### config.mk
export PLATFORM = sky130hd
export DESIGN_NAME = sdram_burst_seq
export DESIGN_NICKNAME = d
export VERILOG_FILES = /design/src/rtl/sdram_seq_pkg.sv /design/src/rtl/sdram_mode_reg.sv /design/src/rtl/sdram_burst_gen.sv /design/src/rtl/sdram_cas_pipe.sv /design/src/rtl/sdram_burst_seq.sv
export SDC_FILE = /design/constraint.sdc
export NUM_CORES = 1
export LEC_CHECK = 0
export BUFFER_PORTS_ARGS = -buffer_cell sky130_fd_sc_hd__buf_2
export CAP_MARGIN = 20
export CORE_UTILIZATION = 40
export DETAILED_ROUTE_END_ITERATION = 12
export PLACE_DENSITY = 0.65
export REMOVE_ABC_BUFFERS = 1
export SLEW_MARGIN = 20
export SYNTH_ARGS = -nofsm -noshare
export SYNTH_HDL_FRONTEND = slang
export SYNTH_SLANG_ARGS = --single-unit
### constraint.sdc
create_clock -name clk -period 5.7 [get_ports clk]
set_clock_uncertainty 0.15 [all_clocks]
set_input_delay 1.425 -clock clk [delete_from_list [all_inputs] [get_ports clk]]
set_output_delay 1.425 -clock clk [all_outputs]
set_load 0.005 [all_outputs]
### src/rtl/sdram_seq_pkg.sv
`timescale 1ns/1ps
package sdram_seq_pkg;

  typedef enum logic [1:0] {
    CMD_NOP   = 2'd0,
    CMD_LOAD  = 2'd1,
    CMD_READ  = 2'd2,
    CMD_WRITE = 2'd3
  } cmd_e;

  localparam int MAX_BLEN = 8;
  localparam int LEN_W    = $clog2(MAX_BLEN) + 1;
  localparam int CL_W     = 2;
  localparam int MAX_CL   = 3;

  typedef struct packed {
    logic [LEN_W-1:0] blen;
    logic             ilv;
    logic [CL_W-1:0]  cl;
    logic             wr_single;
  } mode_cfg_t;

  localparam mode_cfg_t CFG_DEFAULT = '{blen: LEN_W'(1), ilv: 1'b0,
                                        cl: CL_W'(3), wr_single: 1'b0};

endpackage

### src/rtl/sdram_mode_reg.sv
`timescale 1ns/1ps
module sdram_mode_reg
  import sdram_seq_pkg::*;
#(
  parameter int MODE_W      = 12,
  parameter int CLK_MHZ     = 100,
  parameter int MAX_MHZ_CL2 = 100,
  parameter int MAX_MHZ_CL3 = 133
) (
  input  logic              clk,
  input  logic              rst_n,
  input  logic              load,
  input  logic [MODE_W-1:0] mode_word,
  output mode_cfg_t         cfg,
  output logic              mode_error
);

  localparam bit CL2_OK = (CLK_MHZ <= MAX_MHZ_CL2);
  localparam bit CL3_OK = (CLK_MHZ <= MAX_MHZ_CL3);

  logic [2:0]       bl_code;
  logic [2:0]       cl_code;
  logic [1:0]       op_code;
  logic [LEN_W-1:0] dec_len;
  logic             bl_ok, cl_ok, op_ok;
  mode_cfg_t        next_cfg;

  always_comb begin
    bl_code = mode_word[2:0];
    cl_code = mode_word[6:4];
    op_code = mode_word[8:7];
    bl_ok   = 1'b1;
    case (bl_code)
      3'b000:  dec_len = LEN_W'(1);
      3'b001:  dec_len = LEN_W'(2);
      3'b010:  dec_len = LEN_W'(4);
      3'b011:  dec_len = LEN_W'(8);
      default: begin dec_len = LEN_W'(1); bl_ok = 1'b0; end
    endcase
    cl_ok = ((cl_code == 3'd2) && CL2_OK) || ((cl_code == 3'd3) && CL3_OK);
    op_ok = (op_code == 2'b00);
    next_cfg.blen      = dec_len;
    next_cfg.ilv       = mode_word[3];
    next_cfg.cl        = cl_code[CL_W-1:0];
    next_cfg.wr_single = mode_word[9];
  end

  always_ff @(posedge clk) begin
    if (!rst_n) begin
      cfg        <= CFG_DEFAULT;
      mode_error <= 1'b0;
    end else begin
      mode_error <= 1'b0;
      if (load) begin
        if (bl_ok && cl_ok && op_ok) cfg <= next_cfg;
        else                         mode_error <= 1'b1;
      end
    end
  end

  // a refused word leaves settings untouched
  p_err_hold_r10: assert property (@(posedge clk) disable iff (!rst_n)
    mode_error |-> (cfg == $past(cfg)));

  // error pulse only follows a load
  p_err_cause_r10: assert property (@(posedge clk) disable iff (!rst_n)
    mode_error |-> $past(load));

endmodule

### src/rtl/sdram_burst_gen.sv
`timescale 1ns/1ps
module sdram_burst_gen
  import sdram_seq_pkg::*;
#(
  parameter int COL_W = 10
) (
  input  logic             clk,
  input  logic             rst_n,
  input  logic             go,
  input  logic             go_write,
  input  logic [LEN_W-1:0] go_len,
  input  logic             go_ilv,
  input  logic [COL_W-1:0] go_col,
  output logic [COL_W-1:0] burst_col,
  output logic             col_valid,
  output logic             col_write
);

  logic             act_q, wr_q, ilv_q;
  logic [LEN_W-1:0] len_q, k_q;
  logic [COL_W-1:0] start_q;
  logic [COL_W-1:0] mask, k_ext, lo;

  always_comb begin
    mask  = {{(COL_W-LEN_W){1'b0}}, len_q} - COL_W'(1);
    k_ext = {{(COL_W-LEN_W){1'b0}}, k_q};
    lo    = ilv_q ? (start_q ^ k_ext) : (start_q + k_ext);
    burst_col = (start_q & ~mask) | (lo & mask);
  end

  assign col_valid = act_q;
  assign col_write = wr_q;

  always_ff @(posedge clk) begin
    if (!rst_n) begin
      act_q   <= 1'b0;
      wr_q    <= 1'b0;
      ilv_q   <= 1'b0;
      len_q   <= LEN_W'(1);
      k_q     <= '0;
      start_q <= '0;
    end else if (go) begin
      act_q   <= 1'b1;
      wr_q    <= go_write;
      ilv_q   <= go_ilv;
      len_q   <= go_len;
      k_q     <= '0;
      start_q <= go_col;
    end else if (act_q) begin
      if (k_q == len_q - LEN_W'(1)) begin
        act_q <= 1'b0;
        wr_q  <= 1'b0;
      end else begin
        k_q <= k_q + LEN_W'(1);
      end
    end
  end

  // a continuing beat stays inside the aligned block
  p_same_block_r4: assert property (@(posedge clk) disable iff (!rst_n)
    (col_valid && $past(col_valid) && !$past(go))
      |-> (((burst_col ^ $past(burst_col)) & ~mask) == '0));

endmodule

### src/rtl/sdram_cas_pipe.sv
`timescale 1ns/1ps
module sdram_cas_pipe
  import sdram_seq_pkg::*;
(
  input  logic            clk,
  input  logic            rst_n,
  input  logic            beat,
  input  logic [CL_W-1:0] cl,
  output logic            rd_valid,
  output logic            rd_oe
);

  logic [MAX_CL-1:0] sh;
  logic              lead;

  always_ff @(posedge clk) begin
    if (!rst_n) sh <= '0;
    else        sh <= {sh[MAX_CL-2:0], beat};
  end

  always_comb begin
    rd_valid = 1'b0;
    lead     = 1'b0;
    for (int i = 0; i < MAX_CL; i++) begin
      if (i + 1 == int'(cl)) rd_valid = sh[i];
      if (i + 2 == int'(cl)) lead     = sh[i];
    end
    rd_oe = lead | rd_valid;
  end

  // drivers on one cycle before the first data slot
  p_oe_lead_r7: assert property (@(posedge clk) disable iff (!rst_n)
    $rose(rd_valid) |-> $past(rd_oe));

  // each data slot comes from a beat exactly m cycles back
  p_cl2_slot_r6: assert property (@(posedge clk) disable iff (!rst_n)
    (rd_valid && cl == 2'd2 && $past(cl) == 2'd2) |-> $past(beat, 2));

  p_cl3_slot_r6: assert property (@(posedge clk) disable iff (!rst_n)
    (rd_valid && cl == 2'd3 && $past(cl) == 2'd3) |-> $past(beat, 3));

endmodule

### src/rtl/sdram_burst_seq.sv
`timescale 1ns/1ps
module sdram_burst_seq
  import sdram_seq_pkg::*;
#(
  parameter int COL_W       = 10,
  parameter int MODE_W      = 12,
  parameter int CLK_MHZ     = 100,
  parameter int MAX_MHZ_CL2 = 100,
  parameter int MAX_MHZ_CL3 = 133
) (
  input  logic              clk,
  input  logic              rst_n,
  input  logic [1:0]        cmd,
  input  logic [MODE_W-1:0] mode_word,
  input  logic [COL_W-1:0]  start_col,
  output logic [COL_W-1:0]  burst_col,
  output logic              col_valid,
  output logic              col_write,
  output logic              rd_valid,
  output logic              rd_oe,
  output logic              mode_error
);

  cmd_e             c;
  mode_cfg_t        cfg;
  logic             go, go_write, load;
  logic [LEN_W-1:0] go_len;

  always_comb begin
    c        = cmd_e'(cmd);
    load     = (c == CMD_LOAD);
    go       = (c == CMD_READ) || (c == CMD_WRITE);
    go_write = (c == CMD_WRITE);
    go_len   = (go_write && cfg.wr_single) ? LEN_W'(1) : cfg.blen;
  end

  sdram_mode_reg #(
    .MODE_W(MODE_W), .CLK_MHZ(CLK_MHZ),
    .MAX_MHZ_CL2(MAX_MHZ_CL2), .MAX_MHZ_CL3(MAX_MHZ_CL3)
  ) u_mode (
    .clk(clk), .rst_n(rst_n), .load(load), .mode_word(mode_word),
    .cfg(cfg), .mode_error(mode_error)
  );

  sdram_burst_gen #(.COL_W(COL_W)) u_burst (
    .clk(clk), .rst_n(rst_n), .go(go), .go_write(go_write),
    .go_len(go_len), .go_ilv(cfg.ilv), .go_col(start_col),
    .burst_col(burst_col), .col_valid(col_valid), .col_write(col_write)
  );

  sdram_cas_pipe u_cas (
    .clk(clk), .rst_n(rst_n), .beat(col_valid & ~col_write), .cl(cfg.cl),
    .rd_valid(rd_valid), .rd_oe(rd_oe)
  );

  // with single writes set, no write beat continues a burst
  p_wr_single_r9: assert property (@(posedge clk) disable iff (!rst_n)
    (col_valid && col_write && cfg.wr_single && $stable(cfg)) |-> $past(go));

endmodule

Word level (Yosys, flattened, before mapping)
Index checks and enable logic that the tools add are counted.

operators by class
  $add $sub $neg = 4
  $mul = 0
  div/mod/pow operators = 0
  order comparisons = 0
  equality and inequality tests = 12
  shift operators = 0
  multiplexer cells = 16
  bitwise gates (word level) = 10
  reduce and logical (&&, ||, !) cells = 15

operators with widths
  kind                   count
  $and A10 B10 Y10       2
  $mux W1                13
  $eq A3 B2 Y1 const B   4
  $pmux W4 S3            1
  $add A10 B4 Y10        1
  $mux W10               1
  $not A10 Y10           1
  $or A10 B10 Y10        1
  $xor A10 B4 Y10        1
  $reduce_and A2 Y1      4
  $sub A4 B1 Y5 const B  1
  $add A4 B1 Y4 const B  1
  $eq A2 B2 Y1 const A   2
  $eq A2 B2 Y1 const B   2
  $eq A4 B4 Y1           1
  $mux W4                1
  $reduce_bool A2 Y1     2
  $reduce_or A4 Y1       1
  $sub A4 B1 Y4 const B  1
  $eq A3 B1 Y1 const B   1
  $logic_and A1 B1 Y1    3
  $logic_not A3 Y1       1
  $not A1 Y1             3
  $eq A1 B2 Y1 const A   1
  6 further kinds        7

word-level totals
  register bits = 33
  latch bits = 0
  bits in writable memories = 0
  memory bits (read-only) = 0
  output and inout bits = 15
  logic and storage cells = 69
  memories kept = 0

Logic depth before layout (Yosys ltp)
  word-level depth = 6
  mapped depth = 7
  depth with buffers taken out = 7

Modules after synthesis
From an unflattened synthesis, not the netlist that was laid out.

second synthesis, totals
  cell total of the unflattened synthesis = 190
  area total of the unflattened synthesis = 1819.2 sq um

modules (own cells, without submodules)
  module           instances  cells each  area each (sq um)  sequential area each (sq um)
  sdram_burst_gen  1          125         1239.9             420.4
  sdram_mode_reg   1          42          379.1              180.2
  sdram_cas_pipe   1          14          138.9              60.1
  sdram_burst_seq  1          9           61.3               0.0

Least setup slack after synthesis
No wires, ideal clock.

  path type = reg2out
  start = reg u_burst.len_q[0]
  end = out burst_col[8]
  arrival time = 1.552 ns
  data required time = 4.125 ns
  path slack = 2.573 ns
  stages on the path, launching flop included = 7
  buffers on the path = 0
  path through = dfxtp_1 -> inv_1 -> ha_1 -> nor4b_1 -> nand4_1 -> nor3b_1 -> xor2_1

between the ends
  longest elaborated chain between the ends = 4
  elaborated cells on any way between the ends = 5
  those cells by class = add/sub (1); bitwise (4)

ends and longest elaborated chain
  element                 RTL line               source
  from (decl)             sdram_burst_gen.sv:20  logic [LEN_W-1:0] len_q, k_q;
  from (signal assigned)  sdram_burst_gen.sv:46  len_q <= go_len;
  $sub A4 B1 Y5 *         sdram_burst_gen.sv:25  mask = {{(COL_W-LEN_W){1'b0}}, len_q} - COL_W'(1);
  $not A10 Y10            sdram_burst_gen.sv:28  burst_col = (start_q & ~mask) | (lo & mask);
  $and A10 B10 Y10        sdram_burst_gen.sv:28
  $or A10 B10 Y10 *       sdram_burst_gen.sv:28
  to (decl)               sdram_burst_seq.sv:16  output logic [COL_W-1:0] burst_col,

Every way passes the cells marked *; elsewhere a longest branch is shown, timed or not.

Worst setup path after layout
  start = reg u_burst.len_q[0]
  end = out burst_col[9]

Same word-level chain as after synthesis.

==> flow_summary_export.csv <==
group,metric,value,unit
run_status,status,"completed",
worst_setup_path,critPathKind,"flip-flop to primary output",
power_and_ir_drop,pwr_density_cell,229,nW/um^2
timing,fin_hold_ws,0.305,ns
power_and_ir_drop,swShare,0.228,
worst_setup_path,cp_data_arrival_time,2.22,ns
timing,relSlewSlack,0.631,
synthesis,synth_top_cell_area_share,0.392,
flow_run,cap_viol_max_count,0,
power_and_ir_drop,seqPwrFrac,0.529,
timing,worst_pin_slew,0.545,ns
final_layout,antenna_cells,0,
timing,tns,0,ns
timing,worst_slack,1.90,ns
timing,finalMaxSlewViolations,0,
timing,setup_viol,0,
routing,wl_per_cell,11.1,microns
routing,drt-total-wl,3050,microns
worst_setup_path,r2r_slack,3.72,ns
global_route,grtUsageTotal,0.157,
synthesis,yosysTopAreaCell,"dfxtp_1",
place,place_ws,2.21,ns
worst_setup_path,cp_max_fo,5,
synthesis,ys_warn_count,0,
routing,vias,1337,
timing,rsz0062_at_grt,"false",
clock_tree,holdBufCountCts,0,
clock_tree,cts.clk_slew.worst_paths,0.07,ns
global_route,grt_overflow,0,
routing,viasPerCell,4.86,
clock_tree,clockRootBuffer,"clkbuf_8",
routing,drcViolationCount,0,
power_and_ir_drop,p_comb_frac,0.087,
synthesis,synth_edf_count,0,
global_route,grt.met3_usage,0.0565,
floorplanning,rows,23,
final_layout,final_util,0.497,
clock_tree,cts_resized,0,
synthesis,seq_area_frac_synth,0.392,
floorplanning,core,4030,sq um
clock_tree,h-tree-depth,2,
global_route,use_met2,0.237,
floorplanning,initial_utilization,0.419,
min_path,worst_hold_path_type,"flip-flop to flip-flop",
clock_tree,cts_buffers,5,
floorplanning,ios,41,
worst_setup_path,cp-start-kind,"flip-flop",
global_route,grt_max_degree,32,
floorplanning,die_w,66.9,microns
power_and_ir_drop,ir_drop,0.000176,V
routing,dr.pass1.iters,4,
clock_tree,cts_setup_buffers,0,
power_and_ir_drop,leakagePower,0.000915,uW
global_route,grt_pass1_vias,1183,
global_route,grt_pass1_wl,5140,microns
place,gp_congestion,0.692,
power_and_ir_drop,pwr-share-clk,0.384,
worst_setup_path,endpoint_kind,"primary output",
clock_tree,clockBufferDepth,2,
final_layout,layout-drive-gt1-share,0.204,
worst_setup_path,reg2reg_from,"u_burst.len_q[0]$_SDFFE_PN1P_",
worst_setup_path,r2r_cells,7,
synthesis,ys_top_cells_by_count,"dfxtp_1 (33), nand2_1 (23), mux2i_1 (15), nor2b_1 (15), o21ai_0 (10)",
synthesis,synth.area.top_cells,"dfxtp_1 (39%), mux2i_1 (8.9%), nor2b_1 (5.6%)",
place,port_buffers,38,
clock_tree,cts_tree,"yes",
global_route,busiest_layer,"met2",
power_and_ir_drop,power_switching,104,uW
final_layout,num-fill-cells,407,
timing,min_period,3.80,ns
timing,post-route-period-util,0.666,
worst_setup_path,crit_required,4.12,ns
synthesis,synth.most_common_cell,"dfxtp_1",
synthesis,synth_cell_type_count,35,
global_route,antenna_found_initial,0,
clock_tree,clock_latency,0.28,ns
routing,drtIter0Drc,53,
synthesis,yosys_register_bits,33,
synthesis,async_reset_ff_frac,0,
final_layout,syn2layout_area_growth,18.6,%
synthesis,syn_area_per_cell,9.07,sq um
synthesis,syn_inst,186,
routing,drtAntennaViolNets,0,
place,dp_hpwl,2190,microns
clock_tree,clock_sinks,33,
power_and_ir_drop,power,458,uW
floorplanning,dieHeight,66.9,microns
worst_setup_path,crit_path_end,"burst_col[9]",
synthesis,syn_area,1690,sq um
worst_setup_path,critPathLaunch,"u_burst.len_q[0]$_SDFFE_PN1P_",
final_layout,layout.nets,258,
worst_setup_path,r2r_end,"u_burst.k_q[3]$_SDFFE_PP0P_",
timing,finalHoldViolations,0,
timing,timing.fmax,263,MHz
power_and_ir_drop,internal_power,354,uW
floorplanning,die_area,4480,sq um
global_route,grt_util_met1,0.196,
synthesis,synth_top_flop_cell,"dfxtp_1",
==> metrics by stage <==
stage	std cells	cell area (sq um)
final	275	2000
after global routing	275	2000
after CTS	275	2000
after detailed placement	268	1910
after global placement	268	1910
after floorplan	180	1660
==> logic make-up after synthesis <==
| family | share of synthesized area |
|---|---|
| multiplexers | 0.0957 |
| XOR/XNOR | 0.0912 |
| buffers and inverters | 0.0237 |
| adder cells (fa/ha/maj) | 0.0564 |
| AO/OA/AOI/OAI | 0.112 |
| flip-flops | 0.392 |
| AND/OR/NAND/NOR | 0.229 |
==> critical path, stage by stage, from the launching register on <==
cell	delay [ns]
dfxtp_1	0.37
inv_1	0.08
ha_1	0.20
nor4b_1	0.48
nand4_1	0.23
nor3_1	0.30
xor2_1	0.16
buf_2	0.12
==> sequential cells by signal, indices dropped and copies added (netlist names) <==
name,count
u_burst.len_q,4
u_burst.col_valid,1
u_cas.sh,3
u_burst.k_q,4
u_burst.ilv_q,1
u_burst.col_write,1
u_mode.cfg,8
u_mode.mode_error,1
u_burst.start_q,10
==> layout make-up <==
class / count / area, sq um / share of cell area
Clock buffer: 7 / 86.3 / 0.0432
Inverter: 4 / 15.0 / 0.00750
Multi-Input combinational cell: 143 / 986 / 0.493
Sequential cell: 33 / 661 / 0.330
Tap cell: 50 / 62.6 / 0.0313
Timing Repair Buffer: 38 / 190 / 0.0951
==> how the worst min path moves through the flow <==
stage | to | cells after the start | slack [ns] | from
CTS | u_mode.cfg[5]$_SDFFE_PN0P_ | 2 | 0.31 | u_mode.cfg[5]$_SDFFE_PN0P_
floorplan | u_cas.sh[0]$_SDFF_PN0_ | 1 | 0.28 | u_burst.col_write$_SDFFE_PN0P_
detailed placement | u_mode.cfg[5]$_SDFFE_PN0P_ | 2 | 0.30 | u_mode.cfg[5]$_SDFFE_PN0P_
finish | u_cas.sh[0]$_SDFF_PN0_ | 1 | 0.30 | u_burst.col_write$_SDFFE_PN0P_
global route | u_cas.sh[0]$_SDFF_PN0_ | 1 | 0.32 | u_burst.col_write$_SDFFE_PN0P_
global placement | u_mode.cfg[5]$_SDFFE_PN0P_ | 2 | 0.29 | u_mode.cfg[5]$_SDFFE_PN0P_
==> power groups by stage <==
stage | clock network, uW | logic, uW | registers [uW]
final | 176 | 40.0 | 242
after global routing | 192 | 45.5 | 243
after CTS | 183 | 40.7 | 242
after detailed placement | 0 | 40.6 | 247
after global placement | 0 | 40.4 | 247
after floorplan | 0 | 19.3 | 246
==> placed cells by master, fill, tap and decap left out, types with 6 or more instances in the layout <==
cell type,instances
buf_2,38
mux2i_1,15
ha_1,6
clkbuf_8,6
o21ai_0,10
dfxtp_1,33
nand3_1,7
nand2_1,23
nor2b_1,15
xor2_1,9
xnor2_1,6
a21oi_1,7
nor2_1,7
==> per-layer routing <==
metal	part of all wire	wire [microns]
met2	0.44	1350
met1	0.50	1520
met4	0.014	44
met3	0.045	137
met5	0	0
Power figures use the tool's default switching activity.
